File: src/rtl/erase_seq_pkg.sv
package erase_seq_pkg;
  typedef enum logic [2:0] {
    PH_IDLE, PH_PRECOND, PH_PULSE, PH_VERIFY, PH_SUSP
  } phase_e;

  localparam int SR_RDY  = 7;
  localparam int SR_SUSP = 6;
  localparam int SR_ERR  = 5;
  localparam int SR_WERR = 4;
  localparam int SR_VPP  = 3;
endpackage

File: src/rtl/erase_phase_timer.sv
module erase_phase_timer
  import erase_seq_pkg::*;
#(
  parameter int PRE_CYC   = 5,
  parameter int PULSE_CYC = 8,
  parameter int VFY_CYC   = 3,
  parameter int CNT_W     = 4
) (
  input  logic   clk_i,
  input  logic   rst_ni,
  input  phase_e phase_i,
  output logic   done_o
);
  logic [CNT_W-1:0] cnt_q, lim;
  logic             run;

  always_comb begin
    run = 1'b1;
    case (phase_i)
      PH_PRECOND: lim = CNT_W'(PRE_CYC - 1);
      PH_PULSE:   lim = CNT_W'(PULSE_CYC - 1);
      PH_VERIFY:  lim = CNT_W'(VFY_CYC - 1);
      default: begin
        lim = '0;
        run = 1'b0;
      end
    endcase
  end

  assign done_o = run && (cnt_q == lim);

  always_ff @(posedge clk_i or negedge rst_ni) begin
    if (!rst_ni)              cnt_q <= '0;
    else if (!run || done_o)  cnt_q <= '0;
    else                      cnt_q <= cnt_q + 1'b1;
  end
endmodule

File: src/rtl/erase_status.sv
module erase_status
  import erase_seq_pkg::*;
(
  input  logic       clk_i,
  input  logic       rst_ni,
  input  logic       set_err_i,
  input  logic       set_vpp_i,
  input  logic       clr_i,
  input  logic       ready_i,
  input  logic       susp_i,
  output logic [7:0] status_o
);
  logic err_q, vpp_q;

  // a new error in the same cycle as a clear wins
  always_ff @(posedge clk_i or negedge rst_ni) begin
    if (!rst_ni) begin
      err_q <= 1'b0;
      vpp_q <= 1'b0;
    end else begin
      if (set_err_i)  err_q <= 1'b1;
      else if (clr_i) err_q <= 1'b0;
      if (set_vpp_i)  vpp_q <= 1'b1;
      else if (clr_i) vpp_q <= 1'b0;
    end
  end

  always_comb begin
    status_o          = '0;
    status_o[SR_RDY]  = ready_i;
    status_o[SR_SUSP] = susp_i;
    status_o[SR_ERR]  = err_q;
    status_o[SR_WERR] = 1'b0;
    status_o[SR_VPP]  = vpp_q;
  end
endmodule

File: src/rtl/erase_ctrl.sv
module erase_ctrl
  import erase_seq_pkg::*;
#(
  parameter int MAX_PULSES = 4,
  parameter int BLK_W      = 4,
  parameter int PC_W       = 3
) (
  input  logic             clk_i,
  input  logic             rst_ni,
  input  logic             start_i,
  input  logic             suspend_i,
  input  logic             resume_i,
  input  logic             vpp_ok_i,
  input  logic [BLK_W-1:0] blk_i,
  input  logic             blank_i,
  input  logic             done_i,
  output phase_e           phase_o,
  output logic             set_err_o,
  output logic             set_vpp_o,
  output logic [BLK_W-1:0] blk_o
);
  phase_e           phase_q, saved_q, tgt;
  logic             susp_req_q, at_max, active, refuse;
  logic [PC_W-1:0]  pulses_q;
  logic [BLK_W-1:0] blk_q;

  assign at_max = (pulses_q == PC_W'(MAX_PULSES));
  assign active = (phase_q == PH_PRECOND) || (phase_q == PH_PULSE) ||
                  (phase_q == PH_VERIFY);
  assign refuse = (phase_q == PH_IDLE) && start_i && !vpp_ok_i;

  // next phase once the current one completes
  always_comb begin
    case (phase_q)
      PH_PRECOND: tgt = PH_PULSE;
      PH_PULSE:   tgt = PH_VERIFY;
      PH_VERIFY:  tgt = (blank_i || at_max) ? PH_IDLE : PH_PULSE;
      default:    tgt = PH_IDLE;
    endcase
  end

  assign set_vpp_o = refuse;
  assign set_err_o = refuse ||
                     ((phase_q == PH_VERIFY) && done_i && !blank_i && at_max);

  always_ff @(posedge clk_i or negedge rst_ni) begin
    if (!rst_ni) begin
      phase_q    <= PH_IDLE;
      saved_q    <= PH_IDLE;
      susp_req_q <= 1'b0;
      pulses_q   <= '0;
      blk_q      <= '0;
    end else begin
      if (phase_q == PH_IDLE) begin
        if (start_i && vpp_ok_i) begin
          phase_q  <= PH_PRECOND;
          blk_q    <= blk_i;
          pulses_q <= '0;
        end
      end else if (phase_q == PH_SUSP) begin
        if (resume_i) phase_q <= saved_q;
      end else if (active) begin
        if (suspend_i) susp_req_q <= 1'b1;
        if (done_i) begin
          if (phase_q == PH_PULSE) pulses_q <= pulses_q + 1'b1;
          if (tgt == PH_IDLE) begin
            phase_q    <= PH_IDLE;
            susp_req_q <= 1'b0;
          end else if (susp_req_q || suspend_i) begin
            phase_q    <= PH_SUSP;
            saved_q    <= tgt;
            susp_req_q <= 1'b0;
          end else begin
            phase_q <= tgt;
          end
        end
      end
    end
  end

  assign phase_o = phase_q;
  assign blk_o   = blk_q;
endmodule

File: src/rtl/erase_seq.sv
module erase_seq
  import erase_seq_pkg::*;
#(
  parameter int BLK_W      = 4,
  parameter int PRE_CYC    = 5,
  parameter int PULSE_CYC  = 8,
  parameter int VFY_CYC    = 3,
  parameter int MAX_PULSES = 4
) (
  input  logic             clk_i,
  input  logic             rst_ni,
  input  logic             start_i,
  input  logic             suspend_i,
  input  logic             resume_i,
  input  logic             clr_status_i,
  input  logic [BLK_W-1:0] blk_addr_i,
  input  logic             vpp_ok_i,
  input  logic             blank_i,
  output logic [7:0]       status_o,
  output logic             ry_by_o,
  output logic             erase_pulse_o,
  output logic [BLK_W-1:0] erase_blk_o
);
  localparam int MAX_A   = (PRE_CYC > PULSE_CYC) ? PRE_CYC : PULSE_CYC;
  localparam int MAX_CYC = (MAX_A > VFY_CYC) ? MAX_A : VFY_CYC;
  localparam int CNT_W   = $clog2(MAX_CYC + 1);
  localparam int PC_W    = $clog2(MAX_PULSES + 1);

  phase_e phase;
  logic   done, set_err, set_vpp, ready;

  erase_phase_timer #(
    .PRE_CYC(PRE_CYC), .PULSE_CYC(PULSE_CYC), .VFY_CYC(VFY_CYC), .CNT_W(CNT_W)
  ) u_timer (
    .clk_i(clk_i), .rst_ni(rst_ni), .phase_i(phase), .done_o(done)
  );

  erase_ctrl #(
    .MAX_PULSES(MAX_PULSES), .BLK_W(BLK_W), .PC_W(PC_W)
  ) u_ctrl (
    .clk_i(clk_i), .rst_ni(rst_ni), .start_i(start_i), .suspend_i(suspend_i),
    .resume_i(resume_i), .vpp_ok_i(vpp_ok_i), .blk_i(blk_addr_i),
    .blank_i(blank_i), .done_i(done), .phase_o(phase), .set_err_o(set_err),
    .set_vpp_o(set_vpp), .blk_o(erase_blk_o)
  );

  assign ready = (phase == PH_IDLE) || (phase == PH_SUSP);

  erase_status u_status (
    .clk_i(clk_i), .rst_ni(rst_ni), .set_err_i(set_err), .set_vpp_i(set_vpp),
    .clr_i(clr_status_i), .ready_i(ready), .susp_i(phase == PH_SUSP),
    .status_o(status_o)
  );

  assign ry_by_o       = ready;
  assign erase_pulse_o = (phase == PH_PULSE);
endmodule

File: config.mk
export PLATFORM = sky130hd
export DESIGN_NAME = erase_seq
export DESIGN_NICKNAME = d
export VERILOG_FILES = /design/src/rtl/erase_seq_pkg.sv /design/src/rtl/erase_phase_timer.sv /design/src/rtl/erase_status.sv /design/src/rtl/erase_ctrl.sv /design/src/rtl/erase_seq.sv
export SDC_FILE = /design/constraint.sdc
export NUM_CORES = 1
export LEC_CHECK = 0
export BUFFER_PORTS_ARGS = -buffer_cell sky130_fd_sc_hd__buf_2
export CAP_MARGIN = 10
export CORE_MARGIN = 1.5
export CORE_UTILIZATION = 41
export DETAILED_ROUTE_END_ITERATION = 12
export GPL_TIMING_DRIVEN = 0
export PLACE_DENSITY_LB_ADDON = 0.08
export SLEW_MARGIN = 20
export SYNTH_ARGS = -nofsm -noshare
export SYNTH_HDL_FRONTEND = slang
export SYNTH_SLANG_ARGS = --single-unit
File: constraint.sdc
create_clock -name clk_i -period 3.4 [get_ports clk_i]
set_input_delay 0.68 -clock clk_i [delete_from_list [all_inputs] [get_ports clk_i]]
set_output_delay 0.68 -clock clk_i [all_outputs]
set_load 0.05 [all_outputs]
; ---- Word-level counts from Yosys, hierarchy flattened
; Index checks and enable logic that the tools add are counted.
[word_totals]
ff_bits = 20
in_bits = 12
output_inout_bits = 14
wordCells = 80
[classes]
n_addsub = 2
eq_ne = 9
n_mux = 26
bitwise_logic = 3
n_reduce_logical = 32
[ops]
columns = op, count
row1 = $mux W3, 14
row2 = $pmux W3 S3, 2
row3 = $reduce_bool A2 Y1, 5
row4 = $mux W1, 8
row5 = $logic_and A1 B1 Y1, 7
row6 = $logic_or A1 B1 Y1, 7
row7 = $eq A3 B2 Y1 const B, 2
row8 = $eq A3 B3 Y1 const B, 2
row9 = $logic_not A3 Y1, 2
row10 = $reduce_and A6 Y1, 1
row11 = $reduce_bool A3 Y1, 2
row12 = $reduce_and A5 Y1, 1
row13 = $add A4 B1 Y4 const B, 1
row14 = $eq A4 B3 Y1, 1
row15 = $mux W4, 1
row16 = $reduce_and A4 Y1, 1
row17 = $add A3 B1 Y3 const B, 1
row18 = $eq A3 B1 Y1 const B, 1
row19 = $logic_not A1 Y1, 3
row20 = $ne A3 B3 Y1 const B, 1
row21 = $not A1 Y1, 3
row22 = $reduce_and A3 Y1, 1
row23 = $reduce_or A3 Y1, 1
row24 = $mux W2, 1
row25 = other kinds (3), 3

; ---- Logic depth before layout (Yosys ltp)
; Gate-level depths: netlist of the first run.
[depth]
ltp_word = 10
mapped_depth = 7
ltp_nobuf = 6

; ---- Hierarchy
; From an unflattened synthesis of the first run, not the netlist that was laid out.
[unflattened]
cells_unflattened = 120
hier_area_um2 = 1192.4
[modules_own_cells]
columns = mod, n_inst, cells_each, area_per_inst_um2, seq_area_each_um2
row1 = erase_ctrl, 1, 65, 695.7, 325.3
row2 = erase_phase_timer, 1, 38, 335.3, 100.1
row3 = erase_status, 1, 14, 132.6, 50.0
row4 = erase_seq, 1, 3, 28.8, 0.0

; ---- Worst setup path after synthesis of the first run
; OpenSTA, ideal clock, no wires.
[synth_path]
path_kind = register -> output
from = reg u_ctrl.phase_q[0], in the netlist u_ctrl.phase_o[0]
to = out status_o[6]
t_arrival_ns = 1.497
required_time_ns = 2.720
setup_slack_ns = 1.223
stages_incl_launch_ff = 5
path_buffers = 2
cell_sequence = dfrtp_1 > buf_4 > nor2_2 > and2_1 > buf_4
[synth_between]
elab_chain_len = 1
[synth_rtl]
columns = item, line
row1 = "start, declared", erase_ctrl.sv:22  ; phase_e phase_q, saved_q, tgt;
row2 = "start signal, assigned", erase_ctrl.sv:61  ; if (resume_i) phase_q <= saved_q;
row3 = "start signal, assigned", erase_ctrl.sv:74  ; phase_q <= tgt;
row4 = $eq A3 B3 Y1, erase_seq.sv:51  ; .clr_i(clr_status_i), .ready_i(ready), .susp_i(phase == PH_SUSP),
row5 = "end, declared", erase_seq.sv:19  ; output logic [7:0] status_o,
; No other way between the ends.

; ---- Worst setup path after layout of the first run
[layout_path]
from = reg u_ctrl.phase_q[1], in the netlist u_ctrl.phase_o[1]
to = out erase_pulse_o
[layout_between]
elab_chain_len = 1
[layout_rtl]
columns = item, line
row1 = $eq A3 B2 Y1, erase_seq.sv:56  ; assign erase_pulse_o = (phase == PH_PULSE);
row2 = "end, declared", erase_seq.sv:21  ; output logic erase_pulse_o,
; No other way between the ends.

==> results.py, run 1 <==
metrics = {
    "floorplan": {
        "die_w_um": 54.0,
        "initial_core_util_pct": 43.0,
        "dieArea_um2": 2910,
        "boundaryPins": 26,
        "rows": 18,
        "core_area_um2": 2480,
        "die_h_um": 54.0,
    },
    "cts": {
        "clkTransAtPathRegs_ps": 110,
        "hold_buffers": 0,
        "cts_resized": 0,
        "post-cts-setup-buffers": 0,
        "htreeDepth": 1,
        "cts_tree": "done",
        "clk_root_buffer_cell": "clkbuf_4",
        "cts-buffers-inserted": 3,
        "clock_path_buffers": 2,
        "clkSinkCount": 19,
        "clock_latency_ps": 300,
    },
    "hold_path": {
        "hold_path.class": "in -> async",
    },
    "route": {
        "routed_wl_um": 1980,
        "routed-via-count": 789,
        "drt_iter0_drc": 9,
        "drt-vias-per-instance": 4.96,
        "wire_per_inst_um": 12.5,
        "drc_errors": 0,
        "firstDrtPassIters": 4,
        "drtAntennaViolNets": 0,
    },
    "cells_and_area": {
        "drive_gt1_share_pct": 36.4,
        "area_growth_pct": 17.0,
        "final_cell_area_um2": 1250,
        "antenna-diode-count": 0,
        "final_nets": 145,
    },
    "synthesis": {
        "seq_area_frac_synth_pct": 44.7,
        "synth.distinct_cells": 41,
        "avgSynthCellArea_um2": 10.5,
        "synth_top_area_cell": "dfrtp_1",
        "synth-seq-cells": 19,
        "synth_area_leaders": "dfrtp_1 (45%), buf_4 (6.3%), mux2_2 (4.2%)",
        "netlist_area_um2": 1060,
        "netlist_instances": 101,
        "yosysTopAreaCellShare_pct": 44.7,
        "yosys_warnings": 0,
    },
    "sta": {
        "maxSlewViolCount": 0,
        "finalHoldViolCount": 0,
        "max_freq_ghz": 0.411,
        "tns_ps": 0,
        "rsz0062_at_grt": "false",
        "period_share_pct": 71.6,
        "setup_violations": 0,
        "post-route-min-period_ps": 2440,
        "finalClockSkew_ps": 2.06,
    },
    "global_route": {
        "grt_overflow": 0,
        "first_global_vias": 755,
        "antenna_found_initial": 0,
        "grt_max_degree": 20,
        "grt_pass1_wl_um": 3310,
        "track_usage_pct": 15.8,
    },
    "placement": {
        "hpwl_um": 1510,
        "placed_cell_area_um2": 1220,
        "portBuffers": 21,
        "gp_congestion": 0.792,
    },
    "power_and_ir_drop": {
        "powerDensity_nw_per_um2": 987,
        "irDropWorstVdd_uv": 573,
        "p_leak_uw": 0.000609,
    },
    "setup_path": {
        "critPathKind": "reg -> out",
        "crit_required_ps": 2720,
        "cp.arrival_ps": 1760,
        "critPathMaxFanout": 6,
        "start_kind": "flop",
        "end_kind": "output pin",
    },
    "job": {
        "max_cap_violations": 0,
    },
    "run_status": {
        "status": "finished, final reports clean",
    },
}
==> per-stage QoR <==
| step | utilization [%] | power [uW] | hold slack (ps) | std cells | worst slack [ps] |
|---|---|---|---|---|---|
| 2_1_floorplan | - | 974 | 384 | 104 | 1220 |
| 3_3_place_gp | 49.2 | 1110 | 447 | 155 | 1330 |
| 3_5_place_dp | 49.2 | 1120 | 455 | 155 | 1310 |
| 4_1_cts | 50.3 | 1240 | 311 | 159 | 950 |
| 5_1_grt | 50.3 | 1320 | 309 | 159 | 858 |
| 6_report | 50.3 | 1230 | 299 | 159 | 965 |
==> Yosys cell counts, drive strengths merged <==
cell type,count
dfrtp,19
buf,10
nor2,9
inv,7
mux2,7
nand2,4
nor2b,4
o21ai,4
a21oi,3
ha,3
nor3,3
xnor2,3
and3,2
nand3,2
nand3b,2
a211o,1
a31o,1
and2,1
and2b,1
clkbuf,1
conb,1
nand4,1
nand4b,1
o2111ai,1
o211a,1
o221ai,1
o22ai,1
o311ai,1
o31ai,1
o32a,1
or2,1
or3,1
or4b,1
xor2,1
==> critical path, stage by stage, from the launching register on <==
cell and delay [ps]:
dfrtp_1 480, and2b_2 220, nor2b_1 400, buf_2 350
==> worst paths after layout <==
check | startpoint | endpoint | slack (ps) | cells past startpoint
max in group asynchronous | rst_ni | u_ctrl.blk_o[2] | 2800 | 1
min in group clk_i | u_ctrl.saved_q[1] | u_ctrl.saved_q[1] | 480 | 1
hold / removal | rst_ni | u_ctrl.blk_o[1] | 300 | 1
hold reg to reg | u_ctrl.saved_q[1] | u_ctrl.saved_q[1] | 480 | 1
setup reg to reg | u_ctrl.phase_o[0] | u_ctrl.pulses_q[1] | 1420 | 6
setup / recovery | u_ctrl.phase_o[1] | erase_pulse_o | 960 | 3
==> registers in the layout (all words and copies together), names as in the netlist <==
name / cells
u_ctrl.blk_o: 4
u_timer.cnt_q: 4
u_ctrl.phase_o: 3
u_ctrl.pulses_q: 3
u_ctrl.saved_q: 2
u_ctrl.susp_req_q: 1
u_status.err_q: 1
u_status.vpp_q: 1
==> where the power goes <==
part | leakage (uW) | total [uW] | switching, uW | internal, uW
registers | 0.000238 | 359 | 53.4 | 306
logic | 0.000353 | 754 | 477 | 277
clock network | 0.0000177 | 116 | 72.3 | 43.9
==> final cells by class <==
type | count | area [um2]
multi-input cells | 67 | 492
inverters | 7 | 26.3
well taps | 30 | 37.5
clock buffers | 3 | 22.5
clock inverters | 1 | 5.00
flip-flops and latches | 19 | 475
fillers | 247 | 1230
repair buffers | 21 | 105
plain buffers | 11 | 82.6
==> metal layers <==
metal  vias to the layer above  part of all wire, %  track usage [%]
met5                         -                    0                0
met4                         0                 0.76             3.42
met3                         2                  5.2             6.11
met2                        17                   48             25.4
met1                       377                   46             20.1
li1                        393                    -                -
==> kinds of logic (layout without fill, tap and decap cells) <==
logic type | count (synthesis) | count (layout) | synth area share (%)
AND/OR/NAND/NOR | 33 | 33 | 18.2
flip-flops | 19 | 19 | 44.7
buffers and inverters | 18 | 43 | 10.2
AO/OA/AOI/OAI | 16 | 16 | 12.0
multiplexers | 7 | 7 | 7.75
XOR/XNOR | 4 | 4 | 3.29
adder cells (fa/ha/maj) | 3 | 3 | 3.53
other | 1 | 4 | 0.352
==> placed cells by master (no fill, tap or decap), types with 2 or more instances in the layout <==
cell / n
nand2_1: 4
nand3_1: 2
nor2_1: 8
buf_2: 21
mux2_2: 4
nor2b_1: 4
a21oi_1: 3
conb_1: 4
nand3b_1: 2
ha_1: 3
nor3_1: 2
clkbuf_4: 3
xnor2_1: 3
inv_1: 7
buf_4: 9
o21ai_0: 2
dfrtp_1: 19
mux2_1: 2
o21ai_1: 2
Note: power is estimated with default switching activity, not from simulation.
==> run 2, diff against run 1 <==
==> constraint.sdc (replaced) <==
create_clock -name clk_i -period 2.17 [get_ports clk_i]
set_input_delay 0.434 -clock clk_i [delete_from_list [all_inputs] [get_ports clk_i]]
set_output_delay 0.434 -clock clk_i [all_outputs]
set_load 0.05 [all_outputs]
==> run 2 against run 1 <==
Net effect:
- worst setup slack lost 850 ps
- clock power grew 52%
- cell area grew 0.80%
- non-clock buffer count is the same
- power grew 57%
- sequential power grew 57%
- die area is the same
- combinational power grew 58%
- utilization grew 0.40 points
- clock skew grew 3.8 ps
- final cell count is the same
- largest power group unchanged
- critical endpoint unchanged
==> results.py, run 2 (synthesis gave the netlist of run 1 again) <==
metrics = {
    "power_and_ir_drop": {
        "p_leak_uw": 0.000610,
        "power.share.sequential_pct": 29.2,
        "p_switching_uw": 942,
        "comb_power_share_pct": 61.6,
        "swShare_pct": 48.8,
        "irDropWorstVdd_uv": 919,
        "internal-power_uw": 990,
        "powerDensity_nw_per_um2": 1540,
        "clkPwrFrac_pct": 9.1,
    },
    "sta": {
        "maxSlewViolCount": 0,
        "post-route-min-period_ps": 2060,
        "rsz0062_at_grt": "false",
        "tns_ps": 0,
        "setup_violations": 0,
        "period_share_pct": 94.7,
        "max_freq_ghz": 0.486,
        "finalHoldViolCount": 0,
        "finalClockSkew_ps": 5.85,
    },
    "floorplan": {
        "die_h_um": 54.0,
        "rows": 18,
        "boundaryPins": 26,
        "initial_core_util_pct": 43.0,
        "die_w_um": 54.0,
        "core_area_um2": 2480,
        "dieArea_um2": 2910,
    },
    "setup_path": {
        "critPathMaxFanout": 6,
        "critPathKind": "reg -> out",
        "cp.arrival_ps": 1620,
        "crit_required_ps": 1740,
        "start_kind": "flop",
        "r2r-start": "u_ctrl.phase_o[1]",
        "startpoint": "u_ctrl.phase_o[1]",
        "end_kind": "output pin",
    },
    "cells_and_area": {
        "drive_gt1_share_pct": 37.2,
        "layout_common_cells": "buf_2 (20), dfrtp_1 (19), buf_4 (9), nor2_1 (8), inv_1 (7)",
        "final_common_cell": "buf_2",
        "antenna-diode-count": 0,
        "fillers": 246,
        "final_nets": 145,
        "area_growth_pct": 18.0,
        "instances_no_fill": 159,
    },
    "cts": {
        "htreeDepth": 1,
        "hold_buffers": 0,
        "cts-buffers-inserted": 3,
        "cts_tree": "done",
        "clkSinkCount": 19,
        "clkTransAtPathRegs_ps": 110,
        "clock_path_buffers": 2,
        "clock_latency_ps": 300,
        "post-cts-setup-buffers": 0,
        "clk_root_buffer_cell": "clkbuf_4",
    },
    "global_route": {
        "grt_pass1_wl_um": 3290,
        "first_global_vias": 753,
        "grt_overflow": 0,
        "grt_max_degree": 20,
        "antenna_found_initial": 0,
        "track_usage_pct": 15.8,
    },
    "placement": {
        "gp_congestion": 0.792,
        "dp_cells": 155,
        "hpwl_um": 1510,
        "portBuffers": 21,
    },
    "run_status": {
        "status": "finished, final reports clean",
    },
    "route": {
        "routed_wl_um": 1940,
        "drt_iter0_drc": 8,
        "wire_per_inst_um": 12.2,
        "drtAntennaViolNets": 0,
        "firstDrtPassIters": 4,
        "routed-via-count": 782,
        "drt-vias-per-instance": 4.92,
        "drc_errors": 0,
    },
    "job": {
        "max_cap_violations": 0,
    },
    "hold_path": {
        "hold_path.class": "in -> async",
    },
}
## run 2: cell type report
| cell class | instances | area [um2] | area share, % |
|---|---|---|---|
| buffer | 11 | 82.6 | 6.57 |
| clock buffer | 3 | 22.5 | 1.79 |
| clock inverter | 1 | 5.00 | 0.398 |
| inverter | 7 | 26.3 | 2.09 |
| multi-input combinational | 67 | 499 | 39.7 |
| sequential | 19 | 475 | 37.8 |
| tap | 30 | 37.5 | 2.99 |
| timing repair buffer | 21 | 108 | 8.57 |
## run 2: worst paths after layout
check / to / slack (ps) / depth (start not counted)
setup reg to reg: u_ctrl.saved_q[0] / 230 / 6
hold / removal: u_ctrl.blk_o[3] / 50 / 1
max in group asynchronous: u_ctrl.pulses_q[2] / 1820 / 1
hold reg to reg: u_ctrl.saved_q[1] / 480 / 1
min in group clk_i: u_status.vpp_q / 330 / 2
setup / recovery: erase_pulse_o / 110 / 3
## run 2: what timing repair did
action / 4_1_cts / 5_1_grt
gates resized for setup: 1 / 2
pin swaps: 0 / 0
setup endpoints to repair: 1 / 1
## run 2: power by group through the flow
stage / combinational (uW) / clock [uW] / sequential (uW)
finish: 1190 / 176 / 565
global route: 1290 / 208 / 582
CTS: 1200 / 187 / 563
detailed placement: 1190 / 0 / 570
global placement: 1170 / 0 / 564
floorplan: 836 / 0 / 689
## run 2: metal layers
layer | GRT usage (%) | share of wire (%)
met5 | 0 | 0
met4 | 3.42 | 0.77
met3 | 6.11 | 5.3
met2 | 25.4 | 48
met1 | 19.9 | 46
## run 2: through the flow
stage / power, uW / instance area, um2 / hold slack, ps / utilization, % / worst slack (ps)
3_5_place_dp: 1760 / 1220 / 404 / 49.2 / 181
2_1_floorplan: 1530 / 1080 / 138 / - / 47.3
5_1_grt: 2080 / 1260 / 62.8 / 50.7 / 11.8
3_3_place_gp: 1740 / 1220 / 397 / 49.2 / 218
4_1_cts: 1950 / 1250 / 64.7 / 50.4 / 33.4
6_report: 1930 / 1260 / 51.4 / 50.7 / 114
## run 2: critical path: stages, from the launching register on
cell and delay (ps):
dfrtp_1 510, and2b_2 220, nor2b_2 290, clkbuf_4 300
